--- src/rtl/fsr_pkg.sv ---
package fsr_pkg;
  typedef enum logic [2:0] {
    PH_IDLE, PH_CMD, PH_ADDR, PH_MODE, PH_DUMMY, PH_DATA
  } phase_e;

  // read-instruction word field positions
  localparam int OPC_LSB     = 0;
  localparam int ILANE_LSB   = 8;
  localparam int ALANE_LSB   = 12;
  localparam int DLANE_LSB   = 16;
  localparam int MODE_EN_BIT = 20;
  localparam int DUMMY_LSB   = 24;

  // control / status bit positions
  localparam int CTL_START  = 0;
  localparam int CTL_CANCEL = 1;
  localparam int CTL_BUSY   = 2;
  localparam int CTL_DONE   = 5;

  // bits moved per serial clock for a lane type
  function automatic logic [2:0] lane_bits(input logic [1:0] t);
    case (t)
      2'd1:    lane_bits = 3'd2;
      2'd2:    lane_bits = 3'd4;
      default: lane_bits = 3'd1;
    endcase
  endfunction
endpackage

--- src/rtl/fsr_fifo.sv ---
module fsr_fifo #(
  parameter int WIDTH = 32,
  parameter int DEPTH = 4,
  localparam int AW = (DEPTH > 1) ? $clog2(DEPTH) : 1,
  localparam int LW = AW + 1
) (
  input  logic             clk,
  input  logic             rst_n,
  input  logic             flush,
  input  logic             push,
  input  logic [WIDTH-1:0] push_data,
  input  logic             out_ready,
  output logic             out_valid,
  output logic [WIDTH-1:0] out_data,
  output logic [LW-1:0]    level,
  output logic             full
);
  logic [WIDTH-1:0] mem [DEPTH];
  logic [AW-1:0]    wp, rp;
  logic [LW-1:0]    cnt;
  logic             do_push, do_pop;

  assign full      = (cnt == LW'(DEPTH));
  assign out_valid = (cnt != '0);
  assign out_data  = mem[rp];
  assign level     = cnt;
  assign do_push   = push && !full && !flush;
  assign do_pop    = out_valid && out_ready && !flush;

  always_ff @(posedge clk) begin
    if (do_push) mem[wp] <= push_data;
  end

  always_ff @(posedge clk or negedge rst_n) begin
    if (!rst_n) begin
      wp <= '0; rp <= '0; cnt <= '0;
    end else if (flush) begin
      wp <= '0; rp <= '0; cnt <= '0;
    end else begin
      if (do_push) wp <= (wp == AW'(DEPTH - 1)) ? '0 : wp + 1'b1;
      if (do_pop)  rp <= (rp == AW'(DEPTH - 1)) ? '0 : rp + 1'b1;
      case ({do_push, do_pop})
        2'b10:   cnt <= cnt + 1'b1;
        2'b01:   cnt <= cnt - 1'b1;
        default: cnt <= cnt;
      endcase
    end
  end
endmodule

--- src/rtl/fsr_packer.sv ---
module fsr_packer #(
  parameter int WORD_BYTES = 4,
  localparam int WW = WORD_BYTES * 8,
  localparam int IW = (WORD_BYTES > 1) ? $clog2(WORD_BYTES) : 1
) (
  input  logic          clk,
  input  logic          rst_n,
  input  logic          clear,
  input  logic          byte_valid,
  input  logic [7:0]    byte_data,
  input  logic          byte_last,
  output logic          word_valid,
  output logic [WW-1:0] word_data,
  output logic          word_start
);
  logic [IW-1:0] idx;
  logic [WW-1:0] acc, merged;

  // little-endian placement: byte k of a word lands at bits 8k+7:8k
  assign merged     = acc | (WW'(byte_data) << {idx, 3'b000});
  assign word_valid = byte_valid && ((idx == IW'(WORD_BYTES - 1)) || byte_last);
  assign word_data  = merged;
  assign word_start = (idx == '0);

  always_ff @(posedge clk or negedge rst_n) begin
    if (!rst_n) begin
      acc <= '0; idx <= '0;
    end else if (clear) begin
      acc <= '0; idx <= '0;
    end else if (byte_valid) begin
      if (word_valid) begin
        acc <= '0; idx <= '0;
      end else begin
        acc <= merged; idx <= idx + 1'b1;
      end
    end
  end
endmodule

--- src/rtl/fsr_engine.sv ---
module fsr_engine
  import fsr_pkg::*;
#(
  parameter int CNT_W = 16
) (
  input  logic             clk,
  input  logic             rst_n,
  input  logic             start,
  input  logic             cancel,
  input  logic [7:0]       opcode,
  input  logic [1:0]       ilane,
  input  logic [1:0]       alane,
  input  logic [1:0]       dlane,
  input  logic             mode_en,
  input  logic [4:0]       dummy_clks,
  input  logic [1:0]       addr_size,
  input  logic [7:0]       mode_byte,
  input  logic [31:0]      flash_addr,
  input  logic [CNT_W-1:0] xfer_bytes,
  input  logic             word_start,
  input  logic             fifo_full,
  input  logic [3:0]       io_in,
  output logic             sclk,
  output logic             cs_n,
  output logic [3:0]       io_out,
  output logic [3:0]       io_oe,
  output logic             byte_valid,
  output logic [7:0]       byte_data,
  output logic             byte_last,
  output logic             busy,
  output logic             finish
);
  phase_e           st, end_st;
  logic             sclk_q, cs_q;
  logic [5:0]       bits_left, end_bits;
  logic [31:0]      tx_sr, end_tx;
  logic [7:0]       rx_sr, rx_nx;
  logic [CNT_W-1:0] left;
  logic [1:0]       il_q, al_q, dl_q;
  logic             me_q, four_q;
  logic [4:0]       dum_q;
  logic [7:0]       mode_q;
  logic [31:0]      addr_q;
  logic [2:0]       w;
  logic             stall, drive;

  always_comb begin
    case (st)
      PH_CMD:  w = lane_bits(il_q);
      PH_ADDR: w = lane_bits(al_q);
      PH_DATA: w = lane_bits(dl_q);
      default: w = 3'd1;
    endcase
  end

  // what follows the current header phase
  always_comb begin
    end_st = PH_DATA; end_bits = 6'd8; end_tx = tx_sr;
    case (st)
      PH_CMD: begin
        end_st   = PH_ADDR;
        end_bits = four_q ? 6'd32 : 6'd24;
        end_tx   = four_q ? addr_q : {addr_q[23:0], 8'h00};
      end
      PH_ADDR: begin
        if (me_q) begin
          end_st = PH_MODE; end_bits = 6'd8; end_tx = {mode_q, 24'h0};
        end else if (dum_q != '0) begin
          end_st = PH_DUMMY; end_bits = {1'b0, dum_q};
        end
      end
      PH_MODE: begin
        if (dum_q != '0) begin
          end_st = PH_DUMMY; end_bits = {1'b0, dum_q};
        end
      end
      default: ;
    endcase
  end

  always_comb begin
    case (w)
      3'd2:    rx_nx = {rx_sr[5:0], io_in[1:0]};
      3'd4:    rx_nx = {rx_sr[3:0], io_in[3:0]};
      default: rx_nx = {rx_sr[6:0], io_in[1]};
    endcase
  end

  assign stall = (st == PH_DATA) && (bits_left == 6'd8) && word_start && fifo_full;

  always_ff @(posedge clk or negedge rst_n) begin
    if (!rst_n) begin
      st <= PH_IDLE; sclk_q <= 1'b0; cs_q <= 1'b1; bits_left <= '0;
      tx_sr <= '0; rx_sr <= '0; left <= '0;
      il_q <= '0; al_q <= '0; dl_q <= '0; me_q <= 1'b0; four_q <= 1'b0;
      dum_q <= '0; mode_q <= '0; addr_q <= '0;
    end else if (cancel) begin
      st <= PH_IDLE; sclk_q <= 1'b0; cs_q <= 1'b1;
    end else if (st == PH_IDLE) begin
      if (start && xfer_bytes != '0) begin
        il_q <= ilane; al_q <= alane; dl_q <= dlane; me_q <= mode_en;
        dum_q <= dummy_clks; mode_q <= mode_byte; addr_q <= flash_addr;
        four_q <= (addr_size == 2'd3);
        left <= xfer_bytes;
        st <= PH_CMD; cs_q <= 1'b0; sclk_q <= 1'b0;
        bits_left <= 6'd8; tx_sr <= {opcode, 24'h0};
      end
    end else if (!sclk_q) begin
      // rising serial edge: sample and count
      if (!stall) begin
        sclk_q    <= 1'b1;
        bits_left <= bits_left - {3'b000, w};
        if (st == PH_DATA) rx_sr <= rx_nx;
      end
    end else begin
      // falling serial edge: shift out or change phase
      sclk_q <= 1'b0;
      if (bits_left != '0) begin
        tx_sr <= tx_sr << w;
      end else if (st == PH_DATA) begin
        if (left == CNT_W'(1)) begin
          st <= PH_IDLE; cs_q <= 1'b1;
        end else begin
          left <= left - 1'b1; bits_left <= 6'd8;
        end
      end else begin
        st <= end_st; bits_left <= end_bits; tx_sr <= end_tx;
      end
    end
  end

  assign drive = (st == PH_CMD) || (st == PH_ADDR) || (st == PH_MODE);

  always_comb begin
    io_oe = 4'b0000; io_out = 4'b0000;
    if (drive) begin
      case (w)
        3'd2:    begin io_oe = 4'b0011; io_out = {2'b00, tx_sr[31:30]}; end
        3'd4:    begin io_oe = 4'b1111; io_out = tx_sr[31:28]; end
        default: begin io_oe = 4'b0001; io_out = {3'b000, tx_sr[31]}; end
      endcase
    end
  end

  assign sclk       = sclk_q;
  assign cs_n       = cs_q;
  assign busy       = (st != PH_IDLE);
  assign byte_valid = (st == PH_DATA) && sclk_q && (bits_left == '0) && !cancel;
  assign byte_data  = rx_sr;
  assign byte_last  = (left == CNT_W'(1));
  assign finish     = (byte_valid && byte_last) ||
                      (start && !cancel && (st == PH_IDLE) && (xfer_bytes == '0));
endmodule

--- src/rtl/flash_read_seq.sv ---
module flash_read_seq
  import fsr_pkg::*;
#(
  parameter int FIFO_DEPTH = 4,
  parameter int CNT_W      = 16,
  localparam int LW        = ((FIFO_DEPTH > 1) ? $clog2(FIFO_DEPTH) : 1) + 1
) (
  input  logic             clk,
  input  logic             rst_n,
  input  logic [31:0]      cfg_rd_instr,
  input  logic [1:0]       cfg_addr_size,
  input  logic [7:0]       cfg_mode_byte,
  input  logic [31:0]      cfg_flash_addr,
  input  logic [CNT_W-1:0] cfg_xfer_bytes,
  input  logic             ctl_wr,
  input  logic [7:0]       ctl_wdata,
  output logic [7:0]       ctl_status,
  output logic [15:0]      fill_level,
  output logic             rd_valid,
  input  logic             rd_ready,
  output logic [31:0]      rd_data,
  output logic             sclk,
  output logic             cs_n,
  output logic [3:0]       io_out,
  output logic [3:0]       io_oe,
  input  logic [3:0]       io_in
);
  logic          start_req, cancel_req, clr_done;
  logic          busy, finish_w, done_q;
  logic          byte_valid, byte_last, word_valid, word_start, fifo_full;
  logic [7:0]    byte_data;
  logic [31:0]   word_data;
  logic [LW-1:0] level;
  logic          unused_rsvd;

  assign cancel_req = ctl_wr && ctl_wdata[CTL_CANCEL];
  assign start_req  = ctl_wr && ctl_wdata[CTL_START] && !ctl_wdata[CTL_CANCEL];
  assign clr_done   = ctl_wr && ctl_wdata[CTL_DONE];
  assign unused_rsvd = ^{cfg_rd_instr[31:29], cfg_rd_instr[23:21], cfg_rd_instr[19:18],
                         cfg_rd_instr[15:14], cfg_rd_instr[11:10]};

  fsr_engine #(.CNT_W(CNT_W)) u_eng (
    .clk        (clk),
    .rst_n      (rst_n),
    .start      (start_req),
    .cancel     (cancel_req),
    .opcode     (cfg_rd_instr[OPC_LSB +: 8]),
    .ilane      (cfg_rd_instr[ILANE_LSB +: 2]),
    .alane      (cfg_rd_instr[ALANE_LSB +: 2]),
    .dlane      (cfg_rd_instr[DLANE_LSB +: 2]),
    .mode_en    (cfg_rd_instr[MODE_EN_BIT]),
    .dummy_clks (cfg_rd_instr[DUMMY_LSB +: 5]),
    .addr_size  (cfg_addr_size),
    .mode_byte  (cfg_mode_byte),
    .flash_addr (cfg_flash_addr),
    .xfer_bytes (cfg_xfer_bytes),
    .word_start (word_start),
    .fifo_full  (fifo_full),
    .io_in      (io_in),
    .sclk       (sclk),
    .cs_n       (cs_n),
    .io_out     (io_out),
    .io_oe      (io_oe),
    .byte_valid (byte_valid),
    .byte_data  (byte_data),
    .byte_last  (byte_last),
    .busy       (busy),
    .finish     (finish_w)
  );

  fsr_packer #(.WORD_BYTES(4)) u_pack (
    .clk        (clk),
    .rst_n      (rst_n),
    .clear      (cancel_req),
    .byte_valid (byte_valid),
    .byte_data  (byte_data),
    .byte_last  (byte_last),
    .word_valid (word_valid),
    .word_data  (word_data),
    .word_start (word_start)
  );

  fsr_fifo #(.WIDTH(32), .DEPTH(FIFO_DEPTH)) u_fifo (
    .clk       (clk),
    .rst_n     (rst_n),
    .flush     (cancel_req),
    .push      (word_valid),
    .push_data (word_data),
    .out_ready (rd_ready),
    .out_valid (rd_valid),
    .out_data  (rd_data),
    .level     (level),
    .full      (fifo_full)
  );

  always_ff @(posedge clk or negedge rst_n) begin
    if (!rst_n)        done_q <= 1'b0;
    else if (finish_w) done_q <= 1'b1;
    else if (clr_done) done_q <= 1'b0;
  end

  always_comb begin
    ctl_status = 8'h00;
    ctl_status[CTL_BUSY] = busy;
    ctl_status[CTL_DONE] = done_q;
  end

  assign fill_level = 16'(level);
endmodule

--- config.mk ---
export PLATFORM = sky130hd
export DESIGN_NAME = flash_read_seq
export DESIGN_NICKNAME = d
export VERILOG_FILES = /design/src/rtl/fsr_pkg.sv /design/src/rtl/fsr_fifo.sv /design/src/rtl/fsr_packer.sv /design/src/rtl/fsr_engine.sv /design/src/rtl/flash_read_seq.sv
export SDC_FILE = /design/constraint.sdc
export NUM_CORES = 1
export LEC_CHECK = 0
export CAP_MARGIN = 10
export CORE_MARGIN = 4
export CORE_UTILIZATION = 40
export DETAILED_ROUTE_END_ITERATION = 10
export DONT_BUFFER_PORTS = 1
export MAX_ROUTING_LAYER = met4
export SLEW_MARGIN = 40
export SYNTH_ARGS = -nofsm -noshare
export SYNTH_HDL_FRONTEND = slang
export SYNTH_SLANG_ARGS = --single-unit
export TNS_END_PERCENT = 100
--- constraint.sdc ---
create_clock -name clk -period 6.66 [get_ports clk]
set_input_delay 0.333 -clock clk [delete_from_list [all_inputs] [get_ports clk]]
set_output_delay 0.333 -clock clk [all_outputs]
set_load 0.1 [all_outputs]
# Yosys cells after proc, flatten, opt, wreduce, memory -nomap -nowiden
# Memory sizes are Yosys's and may differ from the RTL's.
# Cells that the tools add are included.
totals:
  memories: 1
  latch_bits: 0
  reg_bits: 162
  mem_bits_ro: 0
  elab_cells: 195
  output_inout_bits: 67
  inputBits: 106
  ramBits: 128
classes:
  n_reduce_logical: 54
  n_addsub: 7
  eq_ne: 32
  mux: 73
  shift: 2
  bitwise: 5
  n_div: 0
  magnitude_cmp: 0
  multipliers: 0
memory_table:
  columns: ["memory", "depth", "word_bits", "read_ports", "rd_ports_with_merged_regs", "write_ports", "line_no", "source"]
  rows:
  - ["u_fifo.mem", 4, 32, 1, 0, 1, "fsr_fifo.sv:18", "logic [WIDTH-1:0] mem [DEPTH];"]
op_table:
  columns: ["operator", "n"]
  rows:
  - ["$mux W32", 10]
  - ["$mux W16", 6]
  - ["$pmux W32 S2", 1]
  - ["$mux W6", 9]
  - ["$or A32 B32 Y32", 1]
  - ["$shl A32 B3 Y32", 1]
  - ["$shl A8 B5 Y32", 1]
  - ["$mux W3", 9]
  - ["$pmux W3 S2", 4]
  - ["$logic_and A1 B1 Y1", 20]
  - ["$mux W2", 9]
  - ["$pmux W3 S3", 2]
  - ["$pmux W6 S3", 1]
  - ["$reduce_bool A3 Y1", 6]
  - ["$eq A16 B1 Y1 const B", 1]
  - ["$eq A2 B2 Y1 const B", 8]
  - ["$logic_not A16 Y1", 1]
  - ["$mux W1", 16]
  - ["$pmux W4 S2", 2]
  - ["$pmux W8 S2", 1]
  - ["$reduce_bool A16 Y1", 1]
  - ["$sub A16 B1 Y16 const B", 1]
  - ["$reduce_and A5 Y1", 3]
  - ["$reduce_and A6 Y1", 2]
  - ["other kinds (30)", 57]

# Longest topological paths before layout
# Gate-level depths: netlist (run 1).
logic_depth:
  depth_word: 10
  mapped_depth: 13
  depth_no_buf: 12

# Modules after synthesis
# Synthesis (run 1) repeated with hierarchy kept, for this count alone.
hier_totals:
  cells_unflattened: 1237
  area_unflattened_um2: 14740.4
by_module_without_submodules:
  columns: ["module", "n_inst", "area_each_um2", "cells_each"]
  rows:
  - ["fsr_engine", 1, 7692.4, 842]
  - ["fsr_fifo", 1, 5248.8, 236]
  - ["fsr_packer", 1, 1586.5, 131]
  - ["flash_read_seq", 1, 212.7, 28]

# Least setup slack after synthesis (run 1)
# OpenSTA, ideal clock, no wires.
synth_path:
  path_type: "flip-flop to output port"
  start: "register u_eng.st[1]"
  end: "output io_out[2]"
  arrival_time_ns: 4.550
  slack_ns: 1.777
  path_stages_with_launch: 9
  path_buffers: 3
  cell_sequence: "dfrtp_1 buf_4 nand2b_1 clkbuf_1 o32ai_1 buf_2 nand2_1 nor3_1 and2_1"
synth_between:
  elab_chain_cells: 5
  elab_cells_between_ends: 11
synth_lines:
  columns: ["item", "line_no", "source"]
  rows:
  - ["from (decl)", "fsr_engine.sv:33", "phase_e st, end_st;"]
  - ["from (signal assigned)", "fsr_engine.sv:127", "st <= end_st; bits_left <= end_bits; tx_sr <= end_tx;"]
  - ["$eq A3 B3 Y1, or another cell as far along", "fsr_engine.sv:48", "case (st)"]
  - ["$pmux W3 S3", "fsr_engine.sv:48", null]
  - ["$eq A3 B3 Y1 / $eq A3 B2 Y1 (equally long branches)", "fsr_engine.sv:137", "case (w)"]
  - ["$pmux W4 S2", "fsr_engine.sv:137", null]
  - ["$mux W4 (*)", "fsr_engine.sv:136", "if (drive) begin"]
  - ["to (decl)", "flash_read_seq.sv:24", "output logic [3:0] io_out,"]
# Mark *: on every way between the ends. The rest lies on a longest branch, timed or not.

# Worst setup path after layout (run 1)
layout_path:
  start: "register u_eng.st[2]"
  end: "output io_out[0]"
# The elaborated chain is that of the path after synthesis.

==> flow_summary.toml, run 1 <==
[worst_setup_path]
crit_family = "buffers and inverters"
timing.critical_path.from_type = "flip-flop"
cp_data_arrival_time_ps = 4100
crit_fanout = 29
crit_chain = "nor3b_1 > o2bb2ai_2 > buf_4 > clkinv_1 > nand2_1 > o22ai_1 > a211oi_4 > buf_16"
kind_of_capture_point_of_the_worst_setup_path = "primary output"
critical-path-slowest-cell = "nor3b_1"
timing.critical_path.buf_inv = 3
criticalPathCategory = "flip-flop to primary output"
cp.required_ps = 6330
max_stage_delay_ps = 750

[placed_design]
gp_routability_congestion = 0.895
dpl.hpwl_um = 22400
place.port_buffers = 0

[cts]
clk_latency_ps = 560
clock-sinks = 290
cts_buffers = 31
tritoncts = "built"
cts_max_level = 1
clk_transition_reported_paths_ps = 60
root_buffer = "clkbuf_16"
cts_max_path_buffers = 3

[power]
totalPowerFinal_uw = 7180
power-per-cell-area_nw_per_um2 = 435
power.leakage_uw = 0.00676
ir_drop_mv = 0.299

[drt]
drt_pass1_iterations = 4
post_route_drc = 0
post_drt_via_cell_ratio = 5.59
drtAntennaViolNets = 0
detail_route.wl_per_cell_um = 20.6
routed-via-count = 9460
finalWirelength_um = 34900
drtIter0Drc = 645

[global_routing]
grt_busiest_layer = "met2"
use_met3_pct = 3.37
grt_pass1_wl_um = 55400
globalRouteMet1Util_pct = 24.2
via_count_of_the_first_global_routing_pass = 9708
antenna_found_initial = 2
grt_max_degree = 163
groute.usage.overall_pct = 18.3
grt_use_met2_pct = 30.1
global_route.overflow_total = 0

[cells_and_area]
final_layout_size_suffix_gt1_share_pct = 16.9
layout.area.seq_um2 = 7910
layout_common_cells = "dfrtp_1, edfxtp_1, nand2_1, dlygate4sd3_1, mux2_2"
flow.area_growth_from_synthesis_pct = 16.8
mostFrequentLayoutCell = "dfrtp_1"
multiInputGateArea_um2 = 5810
finish.utilization_pct = 47.6
nets = 1337
nFillCells = 3096

[die]
floorplan.die.height_um = 196
row_count = 68
die-area_um2 = 38400
io_pins = 173
core_box_area_um2 = 34700
floorplan.initialDensity_pct = 40.7
floorplan.die.width_um = 196

[timing]
worst_slew_pin_tran_ps = 819
max_slew_margin_pct = 45.2
timing.final.hold_violations = 0
finalSetupViolations = 0
maxSlewViolCount = 0
fmax_ghz = 0.226
final_min_period_over_clock_period_pct = 66.6
grt_setup_unrepaired = "false"
period_needed_ps = 4430
final.setup.tns_ps = 0
worst_clock_skew_ps = 9.07

[logic_synthesis]
synth_enable_flop_cells = 128
post_synth_instance_area_um2 = 14100
synth.distinct_cells = 71
syn_inst = 1155
synth_async_sr_flop_share_pct = 55.9
synthFlopType = "dfrtp_1"
yosysSeqAreaShare_pct = 55.9
post_synthesis_register_bit_count = 290
synth_warnings = 0
postSynthAreaPerCell_um2 = 12.2

[status]
outcome = "finished clean"

[min_path]
min-delay-path-class = "input pin to flip-flop"

[job]
drv_cap = 0
[timing repair]
item | 4_1_cts | 5_1_grt
hold buffers | 73 | 0
setup buffers | 0 | 0
resized for setup | 0 | 0
hold endpoints to repair | 231 | 0
[through the flow]
stage | hold slack [ps] | area (um2) | cells | worst slack [ps]
finish | 20.0 | 16500 | 1692 | 2230
global route | 35.5 | 16500 | 1692 | 2000
CTS | 0.168 | 16500 | 1689 | 2240
detailed placement | 42.2 | 14700 | 1559 | 2860
global placement | 42.4 | 14600 | 1556 | 2490
floorplan | 37.4 | 14200 | 1173 | 1780
[metal layers]
| layer | part of all wire (%) | up-vias | routed length (um) |
|---|---|---|---|
| met4 | 2.0 | 0 | 684 |
| met5 | 0 | - | 0 |
| li1 | - | 4436 | - |
| met1 | 44 | 4714 | 15200 |
| met3 | 5.5 | 45 | 1920 |
| met2 | 49 | 265 | 17100 |
[kinds of logic after synthesis]
group	after synthesis	synth area share (%)
flip-flops	290	55.9
AO/OA/AOI/OAI	261	12.9
multiplexers	167	15.3
AND/OR/NAND/NOR	293	9.71
adder cells (fa/ha/maj)	20	1.88
other	1	0.0265
buffers and inverters	119	4.10
XOR/XNOR	4	0.248
[synth_stat cells (6+ instances only)]
library cell,instances,area [um2]
nand2_1,110,413
o2bb2ai_1,8,70.1
a22oi_1,25,188
a22o_1,33,289
buf_1,10,37.5
nor4_1,17,106
nor2_1,63,236
a21o_1,34,255
nand4_1,6,37.5
nor3_1,24,120
buf_4,27,203
and2_1,7,43.8
o22a_1,10,87.6
o31ai_1,7,52.6
nand3_1,35,175
ha_1,18,225
dfrtp_1,161,4030
a31oi_1,9,56.3
o21ai_0,41,205
clkbuf_1,38,143
o22ai_1,11,68.8
inv_1,23,86.3
mux2_2,69,777
a21oi_1,45,225
mux2i_1,66,661
edfxtp_1,128,3840
buf_2,17,85.1
mux4_2,32,721
[final cells by class]
| type | count | area share [%] |
|---|---|---|
| clock buffer | 38 | 5.04 |
| clock inverter | 19 | 1.40 |
| timing repair buffer | 98 | 6.39 |
| tap | 455 | 3.45 |
| antenna | 2 | 0.0303 |
| multi-input combinational | 764 | 35.2 |
| inverter | 26 | 0.621 |
| sequential | 290 | 47.9 |
[final timing paths]
path	startpoint	endpoint	slack, ps	cells past startpoint
max in group asynchronous	rst_n	u_pack.acc[7]	5530	3
max	u_eng.st[2]	io_out[0]	2230	8
min reg2reg	u_pack.acc[0]	u_pack.acc[0]	500	1
min	cfg_xfer_bytes[7]	u_eng.left[7]	20	2
max reg2reg	u_eng.st[2]	u_eng.bits_left[5]	2810	10
min in group asynchronous	rst_n	u_eng.addr_q[15]	320	2
[flip-flops by register name (all words and copies together) (netlist names), 2 cells and up]
register         cells
u_eng.addr_q        32
u_eng.al_q           2
u_eng.bits_left      6
u_eng.byte_data      8
u_eng.dl_q           2
u_eng.dum_q          5
u_eng.il_q           2
u_eng.left          16
u_eng.mode_q         8
u_eng.st             3
u_eng.tx_sr         32
u_fifo.level         3
u_fifo.mem         128
u_fifo.rp            2
u_fifo.wp            2
u_pack.acc          32
u_pack.idx           2
[report_power, final]
group	switching (uW)	internal, uW	leakage [uW]
clock network	710	1080	0.000519
registers	403	2150	0.00331
logic	1950	883	0.00293
Note: power is estimated with default switching activity, not from simulation.
==> inputs of run 2 (changes only) <==
==> constraint.sdc (replaced) <==
create_clock -name clk -period 4.6 [get_ports clk]
set_input_delay 0.23 -clock clk [delete_from_list [all_inputs] [get_ports clk]]
set_output_delay 0.23 -clock clk [all_outputs]
set_load 0.1 [all_outputs]
==> run 2 against run 1 <==
Net effect: first-iteration DRC count up 8.5%; combinational power up 43%; setup slack worse by 1800 ps; die area unchanged; cell count up 1.0%; sequential share of layout area down 0.39 points; register-to-register slack worse by 1800 ps; global-route usage up 0.33 points; core utilization up 0.41 points; largest cell class unchanged.
==> flow_summary.toml, run 2 (synthesis results as in run 1) <==
[status]
outcome = "finished clean"

[drt]
post_route_drc = 0
routed-via-count = 9693
post_drt_via_cell_ratio = 5.67
drt_pass1_iterations = 5
drtAntennaViolNets = 0
finalWirelength_um = 35200
detail_route.wl_per_cell_um = 20.6
drtIter0Drc = 700

[min_path]
min-delay-path-class = "input pin to flip-flop"
hold-path-cell-count = 3

[timing]
timing.final.hold_violations = 0
fmax_ghz = 0.240
grt_setup_unrepaired = "false"
period_needed_ps = 4170
finalSetupViolations = 0
max_slew_margin_pct = 43.5
final_min_period_over_clock_period_pct = 90.5
final.setup.tns_ps = 0
worst_slew_pin_tran_ps = 847
worst_clock_skew_ps = 14.9
setup_slack_ps = 435
maxSlewViolCount = 0

[placed_design]
dp_worst_setup_slack_ps = 983
gp_routability_congestion = 0.894
dpl.hpwl_um = 22900
place.port_buffers = 0

[cells_and_area]
multiInputGateArea_um2 = 5810
flow.area_growth_from_synthesis_pct = 17.8
mostFrequentLayoutCell = "dfrtp_1"
final_layout_size_suffix_gt1_share_pct = 17.4
layout_common_cells = "dfrtp_1, edfxtp_1, nand2_1, dlygate4sd3_1, mux2_2"
register_ranked_first_by_flip_flop_count = "u_fifo.mem"
nets = 1353
nFillCells = 3063
layout.area.seq_um2 = 7910
largest_register_ff_count = 128

[power]
cellInternalPower_uw = 6050
power.clock.fraction_pct = 25.7
power-per-cell-area_nw_per_um2 = 632
pwr-share-comb_pct = 38.6
sequential_power_share_pct = 35.6
netSwitchingPower_uw = 4480
p_sw_share_pct = 42.5
power.leakage_uw = 0.00685
ir_drop_mv = 0.447

[global_routing]
groute.usage.overall_pct = 18.7
global_route.overflow_total = 0
antenna_found_initial = 3
grt_pass1_wl_um = 56300
grt_max_degree = 163
via_count_of_the_first_global_routing_pass = 9839

[worst_setup_path]
cp_data_arrival_time_ps = 3940
reg2reg_depth = 9
max_stage_delay_ps = 670
r2r_setup_slack_ps = 1030
r2r-start = "u_eng.st[1]"
crit_family = "compound AO/OA/AOI/OAI gates"
crit_fanout = 35
timing.critical_path.buf_inv = 2
worstSetupStartpoint = "u_eng.st[1]"
worst_r2r_dst = "u_eng.bits_left[4]"
cp.required_ps = 4370
crit_chain = "or3b_1 > o22ai_4 > inv_4 > a21oi_2 > nor2_1 > a211oi_4 > buf_4"
kind_of_capture_point_of_the_worst_setup_path = "primary output"
worst-path-stages = 7
timing.critical_path.from_type = "flip-flop"
criticalPathCategory = "flip-flop to primary output"
critical-path-slowest-cell = "or3b_1"
cp-endpoint = "io_out[0]"

[cts]
cts_buffers = 34
clk_transition_reported_paths_ps = 50
clk_latency_ps = 520
root_buffer = "clkbuf_16"
cts_max_path_buffers = 3
clock-sinks = 290
cts_max_level = 2
tritoncts = "built"
quantity_of_gates_resized_following_cts = 0

[die]
die-area_um2 = 38400
core_box_area_um2 = 34700
floorplan.initialDensity_pct = 40.7
io_pins = 173
floorplan.die.height_um = 196
row_count = 68
floorplan.die.width_um = 196

[job]
drv_cap = 0
run 2: changes by cell type in the layout (fill, tap and decap cells not counted), sizes merged:
| cell | previous run | this run |
|---|---|---|
| clkinvlp | 2 | 3 |
| buf | 24 | 33 |
| diode | 2 | 3 |
| bufinv | 5 | 4 |
| dlygate4sd3 | 72 | 78 |
| clkbuf | 40 | 43 |
| clkinv | 10 | 8 |
run 2: worst min-delay path by stage:
stage | from | slack [ps] | end
2_1_floorplan | rst_n | -70 | done_q
3_3_place_gp | rst_n | -60 | u_eng.addr_q[16]
3_5_place_dp | rst_n | -60 | u_eng.addr_q[16]
4_1_cts | cfg_xfer_bytes[15] | 30 | u_eng.left[15]
5_1_grt | cfg_xfer_bytes[4] | 50 | u_eng.left[4]
6_report | cfg_xfer_bytes[15] | 40 | u_eng.left[15]
run 2: power by group through the flow:
stage | registers (uW) | clock network (uW) | logic, uW
6_report | 3750 | 2710 | 4070
5_1_grt | 3830 | 2890 | 4370
4_1_cts | 3750 | 2770 | 4080
3_5_place_dp | 3800 | 0 | 3980
3_3_place_gp | 3780 | 0 | 3940
2_1_floorplan | 3530 | 0 | 3510
run 2: stage by stage:
stage               util, %  instances  hold slack (ps)  area [um2]  power, uW
floorplan                 -       1173            -65.6       14200       7040
global placement       42.2       1566            -60.9       14700       7720
detailed placement     42.3       1566            -60.9       14700       7780
CTS                    47.9       1705             30.4       16600      10600
global route           48.0       1709             52.4       16700      11100
finish                 48.0       1709             40.4       16700      10500
run 2: layer usage:
layer  track usage, %  vias to the layer above  wire length (um)  part of all wire (%)
li1                 -                     4470                 -                     -
met1             25.0                     4899             15600                    44
met2             30.1                      275             17100                    49
met3             3.25                       49              1840                   5.2
met4             4.34                        0               715                   2.0
met5                -                        -                 0                     0
run 2: what timing repair did:
item                      in CTS  in global routing
buffers inserted               0                  0
hold buffers                  79                  0
hold endpoints to repair     237                  0
run 2: area by class of cell:
class | instances | share of cell area, %
clock buffers | 43 | 5.49
clock inverters | 17 | 1.28
multi-input cells | 764 | 34.9
diodes | 3 | 0.0451
well taps | 455 | 3.42
inverters | 26 | 0.601
flip-flops and latches | 290 | 47.5
repair buffers | 111 | 6.78
run 2: tightest hold or removal path, stage by stage:
cell and delay, ps:
nor2_1 20, a31oi_1 130, o22a_1 130
==> inputs of run 3 (changes only) <==
==> constraint.sdc (replaced) <==
create_clock -name clk -period 4.3 [get_ports clk]
set_input_delay 0.215 -clock clk [delete_from_list [all_inputs] [get_ports clk]]
set_output_delay 0.215 -clock clk [all_outputs]
set_load 0.1 [all_outputs]
==> run 3 against run 2 <==
Net effect: critical path depth shrank 1; combinational power up 6.9%; hold slack better by 50 ps; setup slack better by 46 ps; core utilization up 0.072 points; cell count is 0.29% higher; critical endpoint is now io_oe[3]; largest cell class unchanged; highest routed layer unchanged.
==> flow_summary.toml, run 3 (synthesis results as in run 1) <==
[timing]
worst_slew_pin_tran_ps = 840
worst_clock_skew_ps = 18.1
period_needed_ps = 3820
setup_slack_ps = 481
fmax_ghz = 0.262
timing.final.hold_violations = 0
finalSetupViolations = 0
grt_setup_unrepaired = "false"
final_min_period_over_clock_period_pct = 88.8
max_slew_margin_pct = 44.0
final.setup.tns_ps = 0
maxSlewViolCount = 0

[placed_design]
dp_worst_setup_slack_ps = 846
dpl.hpwl_um = 22700
gp_routability_congestion = 0.870
place.port_buffers = 0

[worst_setup_path]
r2r-start = "u_eng.st[0]"
worstSetupStartpoint = "u_eng.st[1]"
criticalPathCategory = "flip-flop to primary output"
cp.required_ps = 4090
cp_data_arrival_time_ps = 3600
kind_of_capture_point_of_the_worst_setup_path = "primary output"
timing.critical_path.from_type = "flip-flop"
crit_fanout = 18

[min_path]
min-delay-path-class = "input pin to flip-flop"
hold_start = "cfg_rd_instr[7]"

[drt]
drtAntennaViolNets = 0
finalWirelength_um = 35100
detail_route.wl_per_cell_um = 20.5
drtIter0Drc = 673
drt_pass1_iterations = 5
post_drt_via_cell_ratio = 5.64
post_route_drc = 0
routed-via-count = 9661

[status]
outcome = "finished clean"

[global_routing]
grt_max_degree = 163
antenna_found_initial = 1
groute.usage.overall_pct = 18.4
grt_pass1_wl_um = 55600
via_count_of_the_first_global_routing_pass = 9758
global_route.overflow_total = 0

[die]
floorplan.initialDensity_pct = 40.7
floorplan.die.height_um = 196
core_box_area_um2 = 34700
floorplan.die.width_um = 196
die-area_um2 = 38400
io_pins = 173
row_count = 68

[cells_and_area]
flow.area_growth_from_synthesis_pct = 18.0
nets = 1359
largest_register_ff_count = 128
layout_common_cells = "dfrtp_1, edfxtp_1, nand2_1, dlygate4sd3_1, mux2_2"
mostFrequentLayoutCell = "dfrtp_1"
final_layout_size_suffix_gt1_share_pct = 17.0
register_ranked_first_by_flip_flop_count = "u_fifo.mem"

[cts]
cts_max_level = 1
root_buffer = "clkbuf_16"
clock-sinks = 290
clk_latency_ps = 580
cts_max_path_buffers = 3
tritoncts = "built"
cts_setup_buffers = 0
clk_transition_reported_paths_ps = 60
cts_buffers = 31

[job]
drv_cap = 0

[power]
ir_drop_mv = 0.459
power.leakage_uw = 0.00686
totalPowerFinal_uw = 11200
power-per-cell-area_nw_per_um2 = 672
-- run 3: cell types whose count changed in the layout (fill, tap and decap cells not counted), sizes merged, moves of 2 or more --
cell         change
inv              -2
dlygate4sd3      +7
buf              +2
diode            -2
-- run 3: power breakdown --
part	internal [uW]	switching [uW]	total (uW)
Clock	1720	1100	2820
Sequential	3340	699	4030
Combinational	1390	2960	4350
-- run 3: path summary, 6_finish.rpt --
path	to	slack [ps]	depth (start not counted)
max	io_oe[3]	480	6
min	u_eng.tx_sr[31]	90	4
max reg2reg	u_fifo.level[2]	810	10
min reg2reg	u_eng.mode_q[4]	500	1
max in group asynchronous	u_fifo.rp[1]	3320	3
min in group asynchronous	u_eng.tx_sr[13]	210	2
-- run 3: worst max-delay path, stage by stage, from the launching register on --
cell	delay [ps]
dfrtp_1	650
or3b_1	690
o22ai_4	520
nand2_1	360
nor3_4	220
buf_4	350
buf_16	210
-- run 3: area by class of cell --
class | count | area, um2
Clock inverter | 14 | 214
Clock buffer | 44 | 875
Fill cell | 3068 | 18000
Multi-Input combinational cell | 764 | 5810
Timing Repair Buffer | 120 | 1190
Inverter | 26 | 100
Antenna cell | 1 | 2.50
Tap cell | 455 | 569
Sequential cell | 290 | 7910
-- run 3: timing repair --
action / CTS / global route
hold buffers: 86 / 0
resized for setup: 0 / 0
hold endpoints to repair: 243 / 0
-- run 3: layer usage --
metal,GRT usage (%),vias up,routed length (um)
met3,3.07,50,1820
met4,3.59,0,611
met1,25.0,4849,15600
li1,-,4463,-
met5,-,-,0
met2,29.7,299,17100
-- run 3: per-stage QoR --
step	cells	utilization, %	area (um2)	hold slack [ps]
floorplan	1173	-	14200	-80.6
global placement	1568	42.3	14700	-75.6
detailed placement	1568	42.3	14700	-76.0
CTS	1712	48.0	16600	38.4
global route	1714	48.0	16700	66.0
finish	1714	48.0	16700	90.1
